--- src/rtl/kps_pkg.sv ---
package kps_pkg;
   typedef enum logic [2:0] {
      KS_IDLE    = 3'd0,
      KS_BOUNCE  = 3'd1,
      KS_SETTLE  = 3'd2,
      KS_TEST    = 3'd3,
      KS_RELEASE = 3'd4
   } kps_state_t;

   function automatic int unsigned kps_max(input int unsigned a, input int unsigned b);
      return (a > b) ? a : b;
   endfunction
endpackage

--- src/rtl/kps_sync.sv ---
module kps_sync #(
   parameter int W      = 4,
   parameter int STAGES = 2
) (
   input  logic         clk,
   input  logic         rst_n,
   input  logic [W-1:0] d_i,
   output logic [W-1:0] q_o
);
   logic [W-1:0] stg [STAGES];

   generate
      for (genvar s = 0; s < STAGES; s++) begin : g_stage
         if (s == 0) begin : g_first
            always_ff @(posedge clk or negedge rst_n) begin
               if (!rst_n) stg[0] <= '1;
               else        stg[0] <= d_i;
            end
         end else begin : g_next
            always_ff @(posedge clk or negedge rst_n) begin
               if (!rst_n) stg[s] <= '1;
               else        stg[s] <= stg[s-1];
            end
         end
      end
   endgenerate

   assign q_o = stg[STAGES-1];
endmodule

--- src/rtl/kps_timer.sv ---
module kps_timer #(
   parameter int W = 8
) (
   input  logic         clk,
   input  logic         rst_n,
   input  logic         ld_i,
   input  logic [W-1:0] ld_val_i,
   output logic         done_o
);
   logic [W-1:0] cnt;

   always_ff @(posedge clk or negedge rst_n) begin
      if (!rst_n)          cnt <= '0;
      else if (ld_i)       cnt <= ld_val_i;
      else if (cnt != '0)  cnt <= cnt - W'(1);
   end

   assign done_o = (cnt == '0);
endmodule

--- src/rtl/keypad_scanner.sv ---
module keypad_scanner #(
   parameter int ROWS          = 4,
   parameter int COLS          = 4,
   parameter int SYNC_STAGES   = 2,
   parameter int BOUNCE_CYCLES = 3000000,
   parameter int SETTLE_CYCLES = SYNC_STAGES,
   localparam int CODE_W       = $clog2(ROWS * COLS)
) (
   input  logic              clk,
   input  logic              rst_n,
   input  logic [COLS-1:0]   col_n_i,
   output logic [ROWS-1:0]   row_n_o,
   output logic [CODE_W-1:0] key_code_o,
   output logic              key_valid_o
);
   import kps_pkg::*;

   localparam int RI_W  = (ROWS > 1) ? $clog2(ROWS) : 1;
   localparam int CI_W  = (COLS > 1) ? $clog2(COLS) : 1;
   localparam int TMR_W = $clog2(kps_max(BOUNCE_CYCLES, SETTLE_CYCLES) + 1);
   localparam logic [RI_W-1:0]  ROW_LAST   = RI_W'(ROWS - 1);
   localparam logic [CI_W-1:0]  COL_LAST   = CI_W'(COLS - 1);
   localparam logic [TMR_W-1:0] BOUNCE_LD  = TMR_W'(BOUNCE_CYCLES - 1);
   localparam logic [TMR_W-1:0] SETTLE_LD  = TMR_W'(SETTLE_CYCLES - 1);

   generate
      if (ROWS < 2 || COLS < 2) begin : g_bad_size
         $error("keypad_scanner: ROWS and COLS must be at least 2");
      end
      if (SYNC_STAGES < 2) begin : g_bad_sync
         $error("keypad_scanner: SYNC_STAGES must be at least 2");
      end
      if (BOUNCE_CYCLES < 1 || SETTLE_CYCLES < SYNC_STAGES) begin : g_bad_time
         $error("keypad_scanner: settle must cover sync latency, bounce at least 1");
      end
   endgenerate

   logic [COLS-1:0]   col_s;
   logic              tmr_ld;
   logic [TMR_W-1:0]  tmr_val;
   logic              tmr_done;

   kps_state_t        state;
   logic [RI_W-1:0]   row_idx;
   logic [CI_W-1:0]   col_idx;
   logic [CODE_W-1:0] code_cnt;
   logic [CODE_W-1:0] code_hold;

   kps_sync #(.W(COLS), .STAGES(SYNC_STAGES)) u_sync (
      .clk   (clk),
      .rst_n (rst_n),
      .d_i   (col_n_i),
      .q_o   (col_s)
   );

   kps_timer #(.W(TMR_W)) u_timer (
      .clk      (clk),
      .rst_n    (rst_n),
      .ld_i     (tmr_ld),
      .ld_val_i (tmr_val),
      .done_o   (tmr_done)
   );

   // Timer reload requests
   always_comb begin
      tmr_ld  = 1'b0;
      tmr_val = SETTLE_LD;
      unique case (state)
         KS_IDLE: if (!(&col_s)) begin
            tmr_ld  = 1'b1;
            tmr_val = BOUNCE_LD;
         end
         KS_BOUNCE: tmr_ld = tmr_done;
         KS_TEST:   tmr_ld = col_s[col_idx] && (col_idx == COL_LAST) && (row_idx != ROW_LAST);
         default:   tmr_ld = 1'b0;
      endcase
   end

   // Row drive: one row low while scanning, all low otherwise
   always_comb begin
      row_n_o = '0;
      if (state == KS_SETTLE || state == KS_TEST) begin
         row_n_o          = '1;
         row_n_o[row_idx] = 1'b0;
      end
   end

   always_ff @(posedge clk or negedge rst_n) begin
      if (!rst_n) begin
         state       <= KS_IDLE;
         row_idx     <= '0;
         col_idx     <= '0;
         code_cnt    <= '0;
         code_hold   <= '0;
         key_code_o  <= '0;
         key_valid_o <= 1'b0;
      end else begin
         key_valid_o <= 1'b0;
         unique case (state)
            KS_IDLE: begin
               if (!(&col_s)) state <= KS_BOUNCE;
            end
            KS_BOUNCE: begin
               if (tmr_done) begin
                  row_idx  <= '0;
                  col_idx  <= '0;
                  code_cnt <= '0;
                  state    <= KS_SETTLE;
               end
            end
            KS_SETTLE: begin
               if (tmr_done) state <= KS_TEST;
            end
            KS_TEST: begin
               if (!col_s[col_idx]) begin
                  code_hold <= code_cnt;
                  state     <= KS_RELEASE;
               end else begin
                  code_cnt <= code_cnt + CODE_W'(1);
                  if (col_idx == COL_LAST) begin
                     col_idx <= '0;
                     if (row_idx == ROW_LAST) begin
                        state <= KS_IDLE;
                     end else begin
                        row_idx <= row_idx + RI_W'(1);
                        state   <= KS_SETTLE;
                     end
                  end else begin
                     col_idx <= col_idx + CI_W'(1);
                  end
               end
            end
            KS_RELEASE: begin
               if (&col_s) begin
                  key_code_o  <= code_hold;
                  key_valid_o <= 1'b1;
                  state       <= KS_IDLE;
               end
            end
            default: state <= KS_IDLE;
         endcase
      end
   end
endmodule

--- config.mk ---
export PLATFORM = sky130hd
export DESIGN_NAME = keypad_scanner
export DESIGN_NICKNAME = d
export VERILOG_FILES = /design/src/rtl/kps_pkg.sv /design/src/rtl/kps_sync.sv /design/src/rtl/kps_timer.sv /design/src/rtl/keypad_scanner.sv
export SDC_FILE = /design/constraint.sdc
export NUM_CORES = 1
export LEC_CHECK = 0
export BUFFER_PORTS_ARGS = -buffer_cell sky130_fd_sc_hd__buf_2
export CELL_PAD_IN_SITES_DETAIL_PLACEMENT = 0
export CELL_PAD_IN_SITES_GLOBAL_PLACEMENT = 1
export CORE_MARGIN = 3
export CORE_UTILIZATION = 52
export CTS_CLUSTER_DIAMETER = 50
export DETAILED_ROUTE_END_ITERATION = 7
export GPL_TIMING_DRIVEN = 0
export PLACE_DENSITY_LB_ADDON = 0.1
export SLEW_MARGIN = 30
export SYNTH_ARGS = -nofsm -noshare
export SYNTH_HDL_FRONTEND = slang
export SYNTH_SLANG_ARGS = --single-unit
--- constraint.sdc ---
create_clock -name clk -period 4.8 [get_ports clk]
set_input_delay 0.48 -clock clk [delete_from_list [all_inputs] [get_ports clk]]
set_output_delay 0.48 -clock clk [all_outputs]
set_load 0.02 [all_outputs]
# Word-level counts from Yosys, hierarchy flattened
# Cells that the tools add are included.
[totals]
register_bits = 50
in_bits = 6
out_inout_bits = 9
elab_cells = 81
[op_classes]
n_addsub = 4
magnitude_cmp = 3
eq_ne = 15
muxes = 32
bitwise = 2
reduce_logical = 15
[ops]
columns = ["operator", "count"]
rows = [
  ["2-to-1 mux 22 bit", 4],
  ["zero test 22 bit", 1],
  ["nonzero test 22 bit", 1],
  ["subtractor 22 x 1 -> 22 bit (second input constant)", 1],
  ["2-to-1 mux 3 bit", 6],
  ["one-hot mux 3 bit (5 select lines)", 1],
  ["AND reduction 5 bit", 3],
  ["2-to-1 mux 2 bit", 7],
  ["2-to-1 mux 4 bit", 3],
  ["inequality test 2 bit (second input constant)", 6],
  ["one-hot mux 2 bit (2 select lines)", 2],
  ["one-hot mux 4 bit (2 select lines)", 1],
  ["equality test 3 x 2 -> 1 bit (second input constant)", 2],
  ["< comparator 2 x 3 -> 1 bit (second input constant)", 2],
  ["2-to-1 mux 1 bit", 5],
  ["adder 2 x 1 -> 2 bit (second input constant)", 2],
  ["adder 4 x 1 -> 4 bit (second input constant)", 1],
  ["equality test 2 bit (second input constant)", 2],
  ["inequality test 2 x 1 -> 1 bit (second input constant)", 2],
  ["inverter 4 bit", 1],
  ["AND reduction 4 bit", 1],
  ["nonzero test 2 bit", 2],
  ["equality test 3 x 1 -> 1 bit (second input constant)", 1],
  ["equality test 3 bit (second input constant)", 1],
  ["other kinds (11)", 13],
]

# Logic depth before layout (Yosys ltp)
# Gate-level depths: netlist (run 1).
[depth]
word_depth = 6
depth_mapped = 8
mapped_depth_nobuf = 7

# Cells and area by module
# Synthesis (run 1) repeated with hierarchy kept, for this count alone.
[hier_totals]
hier_cells = 260
hier_area_um2 = 2660.1
[modules_own_cells]
columns = ["mod", "instances", "cells_each", "area_per_inst_um2", "seq_area_each_um2"]
rows = [
  ["kps_timer", 1, 150, 1362.6, 550.5],
  ["keypad_scanner", 1, 98, 1057.3, 500.5],
  ["kps_sync", 1, 12, 240.2, 210.2],
]

# Worst setup path before layout (run 1)
# Ideal clock, no wire load.
[synth_timing]
path_type = "register to register"
startpoint = "register u_timer.cnt[0]"
endpoint = "register u_timer.cnt[1]"
setup_time_ns = 0.083
arrival_ns = 1.812
required_time_ns = 4.717
slack_ns = 2.906
stages_incl_launch_ff = 8
path_buffers = 0
synth_period_minus_slack_ns = 1.894
cell_sequence = "dfrtp_1 inv_1 ha_1 nor2b_1 nand3_1 nor2_1 mux2_2 o21ai_0"
[synth_between]
elab_chain_cells = 3
word_cells_on_any_way = 7
classes_between = "1 x add/sub; 3 x mux; 3 x reduce/logical"
[synth_lines]
columns = ["element", "line", "source"]
rows = [
  ["from (decl)", "kps_timer.sv:10", "logic [W-1:0] cnt;"],
  ["from (signal assigned)", "kps_timer.sv:14", "else if (ld_i) cnt <= ld_val_i;"],
  ["from (signal assigned)", "kps_timer.sv:15", "else if (cnt != '0) cnt <= cnt - W'(1);"],
  ["subtractor 22 x 1 -> 22 bit or zero test 22 bit (tied branches)", "kps_timer.sv:15, kps_timer.sv:18", ""],
  ["2-to-1 mux 22 bit or one-hot mux 1 bit (3 select lines) (tied branches)", "kps_timer.sv:15, keypad_scanner.sv:68", ""],
  ["2-to-1 mux 22 bit or nonzero test 2 bit (tied branches)", "--", ""],
]
# Several ways; a longest one is shown, not always the timed one. The select of a mux whose other input is x is not followed.
# A chain may end at the register's enable or synchronous reset.

# Worst setup path in the final report (run 1)
# Ends and elaborated chain as after synthesis.

==> impl_summary.txt, run 1 <==
----------------------------------------------------
[Run status]
  Run status ... finished clean

[CTS]
  Cts repair resizes ... 0
  Clock buffer count from CTS ... 5
  H-tree depth reported by CTS ... 2
  Root Buffer ... sky130_fd_sc_hd__clkbuf_8
  Clock Path Buffers ... 2
  TritonCTS clock tree ... yes
  Number of setup buffers added after CTS ... 0
  Num Clock Sinks ... 50
  Source-to-sink clock delay at the later pin of the worst-skew pair ... 0.31 ns
  Clock edge transition at the registers on the reported setup and hold paths ... 0.09 ns
  Number of buffers inserted by hold repair at cts ... 0

[Die]
  Die ar. ... 5540 µm²
  Core area ... 4440 µm²
  Initial core utilization ... 54.8%
  Number of rows created at floorplan ... 24
  Die X-Extent ... 74.4 µm
  Total I/O pin count ... 15
  Height of the die ... roughly 74 µm

[Layout]
  Most common cell after layout, fill and taps aside ... sky130_fd_sc_hd__dfrtp_1
  Area added between synthesis and finish ... 10.1%
  Sequential standard cell area ... 1260 µm²
  Count of fill cells added during filler insertion ... 381
  Area occupied by multi-input gates ... roughly 1100 µm²
  Most frequent cells in the layout ... 42 x sky130_fd_sc_hd__dfrtp_1, 23 x sky130_fd_sc_hd__nor2_1, 14 x sky130_fd_sc_hd__buf_2
  Number of nets in the finished design ... 250
  Share of post-route cells with drive strength above 1 ... about a quarter
  Diode insertion count for antenna repair ... 0

[Yosys]
  Mean area per synthesized cell ... 11.3 µm²
  Number of synthesized flops with an enable pin ... 0
  Number of warnings printed during yosys synthesis ... 0
  Syn nets ... ~230
  Dominant synthesized flop cell ... sky130_fd_sc_hd__dfrtp_1
  Gate Count Post-Synth ... 216
  Fraction of the yosys area taken by sequential cells ... roughly half
  Count of cell types in the netlist ... 50
  Register bit count reported by yosys ... 50
  Post-synthesis instance area ... 2440 µm²
  Share of synthesized registers carrying an async set or reset ... 100%

[Route]
  Via count ... 1698
  Residual DRC count ... 0
  Detailed route wirelength on metal3 ... 178 µm
  Mean routed wirelength per cell ... 15.6 µm
  WL final ... 4530 µm
  Pre-Repair DR Iteration Count ... 4
  Avg Vias per Cell ... 5.86
  Routed met2 length ... between 2000 and 2500 µm
  First-iteration detailed-routing DRC count ... 94
  Antenna Violating Nets Remaining ... 0
  Max layer used ... met4
  Met1 wire length ... 1910 µm

[STA]
  Total count of hold-check failures in the final report ... 0
  RSZ-0062 raised after global routing ... no
  Max frequency ... 0.458 GHz
  Final-report setup violation count ... 0
  Tightest slew margin relative to the limit ... 58.2%
  Slew at the pin closest to its max-slew limit ... 0.627 ns
  Max-slew violations ... 0
  Worst Skew ... between 0.01 and 0.015 ns
  Final total negative setup slack ... 0 ns
  Min Tclk post-route ... 2.18 ns
  Post-route fraction of the period consumed by the critical path ... a little under half

[Setup path]
  Crit path arrival time ... roughly 2.4 ns
  Required time of the critical path ... 5.03 ns
  Critical Path Start Type ... flop
  Crit path max fanout ... 5
  Class of the most critical setup path ... flop to flop
  Critical Path Sink Type ... flop

[Power]
  Maximum vdd ir drop ... ~230 µV
  Switching power total ... 0.145 mW
  Total design power ... 0.727 mW
  Pwr Density ... 271 nW/µm²
  Lkg Pwr ... 1.17 nW
  Relative contribution of sequential cells to total power ... between 50% and 60%
  Pint ... 0.583 mW
  Combinational cell fraction of total power ... 1.6%
  Part of the power in the clock network ... 39.6%
  Switching fraction of total power ... ~20%

[Placed design]
  Final HPWL from detailed placement ... between 3000 and 4000 µm
  Number of buffer cells added on primary ports ... 14
  Placer's final routability congestion estimate ... 0.864

[Global routing]
  Congestion Overflow GR ... 0
  Maximum number of pins on one net before global-route repair ... 51
  Vias in the first global route ... 1809
  Initial antenna violation count ... 0
  Global-route total usage across every layer ... 18.9%
  Global-route wire length before repair ... 8030 µm

[Flow run]
  Count of max-cap constraint violations ... 0

[Worst hold path]
  Path category of the worst min-delay check ... input port to asynchronous set/reset pin

----------------------------------------------------
[state kept, by name, indices dropped and copies added (netlist names)]
signal and count:
col_idx 2, row_idx 2, key_valid_o 1, u_sync.q_o 4, state 3, u_sync.stg 4, u_timer.cnt 22, code_hold 4
code_cnt 4, key_code_o 4
[cell families (layout without fill, tap and decap cells)]
family / count (synthesis) / in the layout / synth area share (%)
and+or+nand+nor: 77 / 77 / 18.8
buffers and inverters: 13 / 35 / 2.52
AOI/OAI and AO/OA: 36 / 36 / 9.45
adders and majority gates: 7 / 7 / 3.60
xor gates and xnor gates: 17 / 17 / 6.11
muxes: 16 / 16 / 7.70
DFF: 50 / 50 / 51.8
[stage by stage]
stage | setup WS [ns] | util [%] | instance area [µm²] | hold WS (ns) | std cells
2_1_floorplan | 2.91 | - | 2440 | 0.184 | 216
3_3_place_gp | 2.60 | 57.9 | 2570 | 0.348 | 282
3_5_place_dp | 2.63 | 57.9 | 2570 | 0.350 | 282
4_1_cts | 2.60 | 60.4 | 2680 | 0.205 | 290
5_1_grt | 2.42 | 60.4 | 2680 | 0.230 | 290
6_report | 2.62 | 60.4 | 2680 | 0.169 | 290
[per-layer routing]
metal,GRT usage [%],up-vias
met3,4.19,6
met2,33.3,36
met4,7.91,0
met1,22.3,841
met5,0,-
li1,-,815
[worst max-delay path: stages, from the launching register on]
cell and delay [ns]:
sky130_fd_sc_hd__dfrtp_1 0.41, sky130_fd_sc_hd__inv_1 0.10, sky130_fd_sc_hd__ha_1 0.25, sky130_fd_sc_hd__nor2b_1 0.24, sky130_fd_sc_hd__nand3_1 0.23, sky130_fd_sc_hd__nor2_1 0.37, sky130_fd_sc_hd__mux2_2 0.37, sky130_fd_sc_hd__o21ai_0 0.14
[Yosys cell counts (4+ instances only)]
cell | number | area [µm²]
sky130_fd_sc_hd__xor2_1 | 6 | 52.6
sky130_fd_sc_hd__o21ai_0 | 10 | 50.1
sky130_fd_sc_hd__inv_1 | 6 | 22.5
sky130_fd_sc_hd__nor2_1 | 23 | 86.3
sky130_fd_sc_hd__dfstp_2 | 8 | 210
sky130_fd_sc_hd__nand2_1 | 8 | 30.0
sky130_fd_sc_hd__nand2b_1 | 5 | 31.3
sky130_fd_sc_hd__or4_1 | 4 | 30.0
sky130_fd_sc_hd__nand4_1 | 4 | 25.0
sky130_fd_sc_hd__mux2_2 | 12 | 135
sky130_fd_sc_hd__dfrtp_1 | 42 | 1050
sky130_fd_sc_hd__or3_1 | 4 | 25.0
sky130_fd_sc_hd__a21oi_1 | 7 | 35.0
sky130_fd_sc_hd__clkbuf_1 | 4 | 15.0
sky130_fd_sc_hd__xnor2_1 | 11 | 96.3
sky130_fd_sc_hd__ha_1 | 7 | 87.6
sky130_fd_sc_hd__o21ai_1 | 5 | 25.0
sky130_fd_sc_hd__nor3_1 | 7 | 35.0
[final timing paths]
path,start,to,cells past startpoint,slack [ns]
min in group clk,col_n_i[0],u_sync.stg[4],1,0.28
setup / recovery,u_timer.cnt[0],u_timer.cnt[1],7,2.62
setup reg to reg,u_timer.cnt[0],u_timer.cnt[1],7,2.62
hold / removal,rst_n,u_timer.cnt[4],1,0.17
hold reg to reg,u_sync.stg[7],u_sync.q_o[3],0,0.36
max in group asynchronous,rst_n,row_idx[1],1,4.18
[layout make-up]
cell class	instances	area share, %
flip-flops and latches	50	47.0
multi-input cells	153	41.5
repair buffers	14	2.71
clock buffers	5	2.57
well taps	52	2.43
clock inverters	3	1.49
plain buffers	7	1.45
inverters	6	0.840
[power by group through the flow]
stage	clock network, mW	registers, mW	logic (mW)
after global routing	0.313	0.429	0.0134
final	0.288	0.428	0.0114
after floorplan	0	0.436	0.00127
after detailed placement	0	0.437	0.0121
after global placement	0	0.436	0.0113
after CTS	0.296	0.428	0.0121
No activity file was read; power rests on OpenSTA's default activity.
==> run 2, diff against run 1 <==
- CORE_UTILIZATION: 52 -> 43
- clock period: 4.8 -> 1.9 ns (I/O delays scaled with it)
==> run 2 against run 1 <==
Effect of this change: the run now ends with setup timing left; maximum frequency rose by 9.8%; worst hold slack better by 0.19 ns; count of clock-buffer cells in the layout stayed put; critical endpoint is now u_timer.cnt[20]; setup slack worse by 2.7 ns; critical path depth fell by 2; highest routed layer unchanged; sequential share of layout area is 6.6 points lower.
==> impl_summary.txt, run 2 (synthesis gave the netlist of run 1 again) <==
----------------------------------------------------
[Global routing]
  Congestion Overflow GR ... 0
  Global-route wire length before repair ... 8330 µm
  Initial antenna violation count ... 0
  Global-route total usage across every layer ... between 10% and 20%
  Maximum number of pins on one net before global-route repair ... between 50 and 60
  Vias in the first global route ... ~1800

[Setup path]
  Crit path cell chain ... or4_4 > nor3_4 > nand2b_1 > or4_1 > a21oi_1
  Critical path buffer and inverter count ... 0
  Critical Path Sink Type ... flop
  Slowest cell delay on critical path ... between 0.5 and 0.6 ns
  Crit path max fanout ... 4
  Required time of the critical path ... 2.13 ns
  Crit path arrival time ... 2.22 ns
  Critical Path Start Type ... flop
  Slack of the worst reg-to-reg path ... -0.09 ns
  Class of the most critical setup path ... flop to flop
  Category of cells accounting for the largest share of critical-path delay ... simple AND/OR/NAND/NOR gates
  Cell with the largest stage delay on the worst path ... sky130_fd_sc_hd__or4_4

[Die]
  Die ar. ... 6600 µm²
  Total I/O pin count ... 15
  Number of rows created at floorplan ... 26
  Initial core utilization ... 45.9%
  Height of the die ... 81.3 µm
  Die X-Extent ... 81.3 µm
  Core area ... 5300 µm²

[Power]
  Pwr Density ... 596 nW/µm²
  Maximum vdd ir drop ... 548 µV
  Lkg Pwr ... 1.32 nW

[STA]
  PnR worst setup slack ... -0.0904 ns
  Tightest hold margin ... 0.358 ns
  Max frequency ... roughly 0.5 GHz
  Total count of hold-check failures in the final report ... 0
  Post-route fraction of the period consumed by the critical path ... 105%
  RSZ-0062 raised after global routing ... yes
  Min Tclk post-route ... 1.99 ns
  Max-slew violations ... 0
  Slew at the pin closest to its max-slew limit ... around 0.63 ns
  Tightest slew margin relative to the limit ... 57.9%
  Worst Skew ... roughly 0.012 ns
  Final-report setup violation count ... 8

[Placed design]
  Placer's final routability congestion estimate ... 0.782
  Number of buffer cells added on primary ports ... 14
  Instance count after placement with tap cells included ... 300
  Placement Cell Area ... ~2600 µm²
  Final HPWL from detailed placement ... 3320 µm

[Route]
  Mean routed wirelength per cell ... 14.8 µm
  Via count ... around 1800
  First-iteration detailed-routing DRC count ... 131
  Pre-Repair DR Iteration Count ... 4
  Residual DRC count ... 0
  Antenna Violating Nets Remaining ... 0
  Avg Vias per Cell ... 5.33
  WL final ... 4970 µm

[CTS]
  Clock Path Buffers ... 2
  Source-to-sink clock delay at the later pin of the worst-skew pair ... 0.30 ns
  Clock buffer count from CTS ... 5
  Root Buffer ... sky130_fd_sc_hd__clkbuf_8
  Num Clock Sinks ... 50
  TritonCTS clock tree ... yes
  Clock edge transition at the registers on the reported setup and hold paths ... about 0.10 ns
  H-tree depth reported by CTS ... 2

[Layout]
  Number of nets in the finished design ... between 200 and 300
  Most common cell after layout, fill and taps aside ... sky130_fd_sc_hd__dfrtp_1
  Largest reg by FF count ... u_timer.cnt
  Final Cell Area ... 3140 µm²
  Area added between synthesis and finish ... 29.0%
  Count of fill cells added during filler insertion ... roughly 440
  Final Instance Count excl. Fillers ... roughly 340
  Share of post-route cells with drive strength above 1 ... 42.3%
  Diode insertion count for antenna repair ... 0
  Most frequent cells in the layout ... 34 x sky130_fd_sc_hd__dfrtp_1, 22 x sky130_fd_sc_hd__buf_4, 21 x sky130_fd_sc_hd__nor2_1
  Flip-flop count of the largest register after layout ... 22

[Flow run]
  Count of max-cap constraint violations ... 0

[Worst hold path]
  Path category of the worst min-delay check ... flop to flop

[Run status]
  Run status ... finished, violations left
  Failing checks ... setup timing

----------------------------------------------------
run 2: changes by cell type in the layout (fill, tap and decap cells not counted), moves of 4 or more:
cell,change
sky130_fd_sc_hd__dfrtp_1,-8
sky130_fd_sc_hd__dfrtp_2,+8
sky130_fd_sc_hd__dlygate4sd3_1,+5
sky130_fd_sc_hd__buf_4,+20
sky130_fd_sc_hd__o21ai_0,-4
sky130_fd_sc_hd__buf_6,+4
sky130_fd_sc_hd__nor4_4,+4
run 2: metal layers:
layer	global-route usage (%)	part of all wire, %	vias up
met5	0	0	-
met4	5.24	1.4	0
met3	3.33	2.2	8
met2	29.5	55	29
met1	19.8	42	890
li1	-	-	857
run 2: where the power goes:
part           switching (mW)  total, mW  internal [mW]
clock network           0.361      0.752          0.392
registers             0.00318       1.08           1.08
logic                  0.0242     0.0370         0.0128
total                   0.388       1.87           1.48
run 2: path summary, 6_finish.rpt:
check	from	endpoint	cells past startpoint
max in group asynchronous	rst_n	u_timer.cnt[9]	2
max reg2reg	u_timer.cnt[14]	u_timer.cnt[20]	5
min	u_sync.stg[4]	u_sync.q_o[0]	0
min reg2reg	u_sync.stg[4]	u_sync.q_o[0]	0
min in group asynchronous	rst_n	u_timer.cnt[3]	2
max	u_timer.cnt[14]	u_timer.cnt[20]	5
run 2: timing repair:
| action | in CTS | in global routing |
|---|---|---|
| hold buffers | 5 | 0 |
| setup endpoints to repair | 27 | 25 |
| pin swaps | 8 | 8 |
| setup buffers | 17 | 6 |
| hold endpoints to repair | 46 | 0 |
| resized for setup | 20 | 32 |
run 2: through the flow:
stage               TNS [ns]  power [mW]  utilization [%]  setup WS [ns]
finish                -0.320        1.87             59.2        -0.0904
floorplan                  0        1.10                -        0.00585
detailed placement     -4.99        1.13             49.0         -0.292
global route           -1.40        1.94             59.2         -0.188
CTS                   -0.277        1.89             56.3        -0.0717
global placement       -4.78        1.13             48.9         -0.292
run 2: area by class of cell:
type	instances	area, µm²	share of cell area [%]
buffer	6	42.5	1.35
clock buffer	5	68.8	2.19
clock inverter	3	45.0	1.43
inverter	6	22.5	0.717
multi-input combinational	153	1300	41.3
sequential	50	1270	40.5
tap	70	87.6	2.79
timing repair buffer	42	307	9.76
run 2: worst reg2reg max path: stages, from the launching register on:
cell and delay [ns]:
sky130_fd_sc_hd__dfrtp_1 0.45, sky130_fd_sc_hd__or4_4 0.59, sky130_fd_sc_hd__nor3_4 0.15, sky130_fd_sc_hd__nand2b_1 0.09, sky130_fd_sc_hd__or4_1 0.48, sky130_fd_sc_hd__a21oi_1 0.16
==> run 3, diff against run 2 <==
- clock period: 1.9 -> 1.7 ns (I/O delays scaled with it)
==> run 3 against run 2 <==
Effect of this change: the flow still finishes with violations (setup timing); non-clock buffer count is 2 lower; count of clock-buffer cells in the layout stayed put; utilization up 0.47 points; critical path depth stayed put; clock power shrank 11%; power increased by 2.8%; routed wire length rose by 1.2%; clock skew is 0.0013 ns higher; sequential power is 12% higher; largest power group unchanged; highest routed layer unchanged.
==> impl_summary.txt, run 3 (synthesis gave the netlist of run 1 again) <==
----------------------------------------------------
[Placed design]
  Worst slack at placement ... -0.496 ns
  Placement Cell Area ... around 2600 µm²
  Instance count after placement with tap cells included ... 300
  Placer's final routability congestion estimate ... between 0.7 and 0.8
  Number of buffer cells added on primary ports ... 14
  Final HPWL from detailed placement ... 3380 µm

[Die]
  Number of rows created at floorplan ... 26
  Die ar. ... 6600 µm²
  Core area ... 5300 µm²
  Die X-Extent ... 81.3 µm
  Total I/O pin count ... 15
  Height of the die ... 81.3 µm
  Initial core utilization ... between 40% and 50%

[STA]
  PnR worst setup slack ... -0.283 ns
  RSZ-0062 raised after global routing ... yes
  Slew at the pin closest to its max-slew limit ... about 0.6 ns
  Min Tclk post-route ... 1.98 ns
  Tightest hold margin ... 0.358 ns
  Max frequency ... 0.504 GHz
  Post-route fraction of the period consumed by the critical path ... 117%
  Max-slew violations ... 0
  Worst Skew ... about 0.014 ns
  Final-report setup violation count ... 31
  Final total negative setup slack ... -3.29 ns
  Total count of hold-check failures in the final report ... 0
  Tightest slew margin relative to the limit ... between 50% and 60%

[CTS]
  TritonCTS clock tree ... yes
  H-tree depth reported by CTS ... 2
  Num Clock Sinks ... 50
  Clock edge transition at the registers on the reported setup and hold paths ... 0.10 ns
  Clock buffer count from CTS ... 5
  Source-to-sink clock delay at the later pin of the worst-skew pair ... 0.30 ns
  Clock Path Buffers ... 2
  Root Buffer ... sky130_fd_sc_hd__clkbuf_8

[Global routing]
  Global-route wire length before repair ... 8330 µm
  Initial antenna violation count ... 0
  Global-route total usage across every layer ... 16.5%
  Congestion Overflow GR ... 0
  Maximum number of pins on one net before global-route repair ... 51
  Vias in the first global route ... 1841

[Power]
  Total design power ... 1.92 mW
  Pwr Density ... roughly 610 nW/µm²
  Maximum vdd ir drop ... 510 µV
  Lkg Pwr ... roughly 1.3 nW

[Layout]
  Share of post-route cells with drive strength above 1 ... around 43%
  Flip-flop count of the largest register after layout ... 22
  Most common cell after layout, fill and taps aside ... sky130_fd_sc_hd__dfrtp_1
  Most frequent cells in the layout ... 40 x sky130_fd_sc_hd__dfrtp_1, 19 x sky130_fd_sc_hd__nor2_1, 18 x sky130_fd_sc_hd__buf_4
  Final Instance Count excl. Fillers ... 333
  Final Cell Area ... about 3200 µm²
  Count of fill cells added during filler insertion ... 419
  Area added between synthesis and finish ... 30.0%
  Number of nets in the finished design ... 275
  Diode insertion count for antenna repair ... 0
  Utilization after layout ... 59.7%
  Largest reg by FF count ... u_timer.cnt

[Route]
  First-iteration detailed-routing DRC count ... 70
  Via count ... 1782
  Antenna Violating Nets Remaining ... 0
  WL final ... 5030 µm
  Residual DRC count ... 0
  Pre-Repair DR Iteration Count ... 4
  Mean routed wirelength per cell ... 15.1 µm
  Avg Vias per Cell ... 5.35

[Setup path]
  Class of the most critical setup path ... flop to flop
  Required time of the critical path ... 1.92 ns
  Critical Path Sink Type ... flop
  Crit path max fanout ... 4
  Crit path arrival time ... 2.21 ns
  Critical Path Start Type ... flop

[Run status]
  Failing checks ... setup timing
  Run status ... finished, violations left

[Worst hold path]
  Path category of the worst min-delay check ... flop to flop

[Flow run]
  Count of max-cap constraint violations ... 0

----------------------------------------------------
[run 3: changes by cell type in the layout (fill, tap and decap cells not counted), moves of 4 or more]
cell,previous run,this run
sky130_fd_sc_hd__dfrtp_2,8,2
sky130_fd_sc_hd__o21ai_2,3,7
sky130_fd_sc_hd__mux2_4,0,5
sky130_fd_sc_hd__mux2_2,12,7
sky130_fd_sc_hd__dfrtp_1,34,40
sky130_fd_sc_hd__buf_4,22,18
[run 3: per-layer routing]
metal	share of wire (%)	wire length (µm)	up-vias	track usage [%]
met5	0	0	-	0
met4	3.0	149	0	7.09
met3	2.8	143	14	3.77
met2	52	2620	32	29.2
met1	42	2120	880	18.9
li1	-	-	856	-
[run 3: final cells by class]
| type | instances | area (µm²) | share of cell area (%) |
|---|---|---|---|
| Multi-Input combinational cell | 153 | 1340 | 42.2 |
| Buffer | 4 | 38.8 | 1.22 |
| Clock buffer | 5 | 68.8 | 2.17 |
| Tap cell | 70 | 87.6 | 2.77 |
| Sequential cell | 50 | 1260 | 39.9 |
| Clock inverter | 3 | 16.3 | 0.514 |
| Timing Repair Buffer | 42 | 332 | 10.5 |
| Inverter | 6 | 22.5 | 0.711 |
[run 3: final timing paths]
kind / startpoint / end / slack [ns] / depth (start not counted)
min: u_sync.stg[4] / u_sync.q_o[0] / 0.36 / 0
min in group asynchronous: rst_n / u_timer.cnt[4] / 0.41 / 2
max: u_timer.cnt[14] / u_timer.cnt[20] / -0.28 / 5
max in group asynchronous: rst_n / u_timer.cnt[9] / 0.83 / 2
max reg2reg: u_timer.cnt[14] / u_timer.cnt[20] / -0.28 / 5
min reg2reg: u_sync.stg[4] / u_sync.q_o[0] / 0.36 / 0
[run 3: critical path, stage by stage (launching register included)]
cell and delay, ns:
sky130_fd_sc_hd__dfrtp_2 0.46, sky130_fd_sc_hd__or4_4 0.59, sky130_fd_sc_hd__nor3_4 0.15, sky130_fd_sc_hd__nand2b_1 0.09, sky130_fd_sc_hd__or4_1 0.47, sky130_fd_sc_hd__a21oi_1 0.14
[run 3: where the power goes]
part	internal, mW	switching, mW	total [mW]
combinational	0.0165	0.0274	0.0439
clock	0.283	0.388	0.671
sequential	1.21	0.00346	1.21
[run 3: what timing repair did]
item / in CTS / in global routing
hold buffers: 5 / 0
hold endpoints to repair: 46 / 0
pin swaps: 7 / 19
gates resized for setup: 29 / 31
setup buffers: 15 / 9
gates cloned: 0 / 1
setup endpoints to repair: 36 / 40
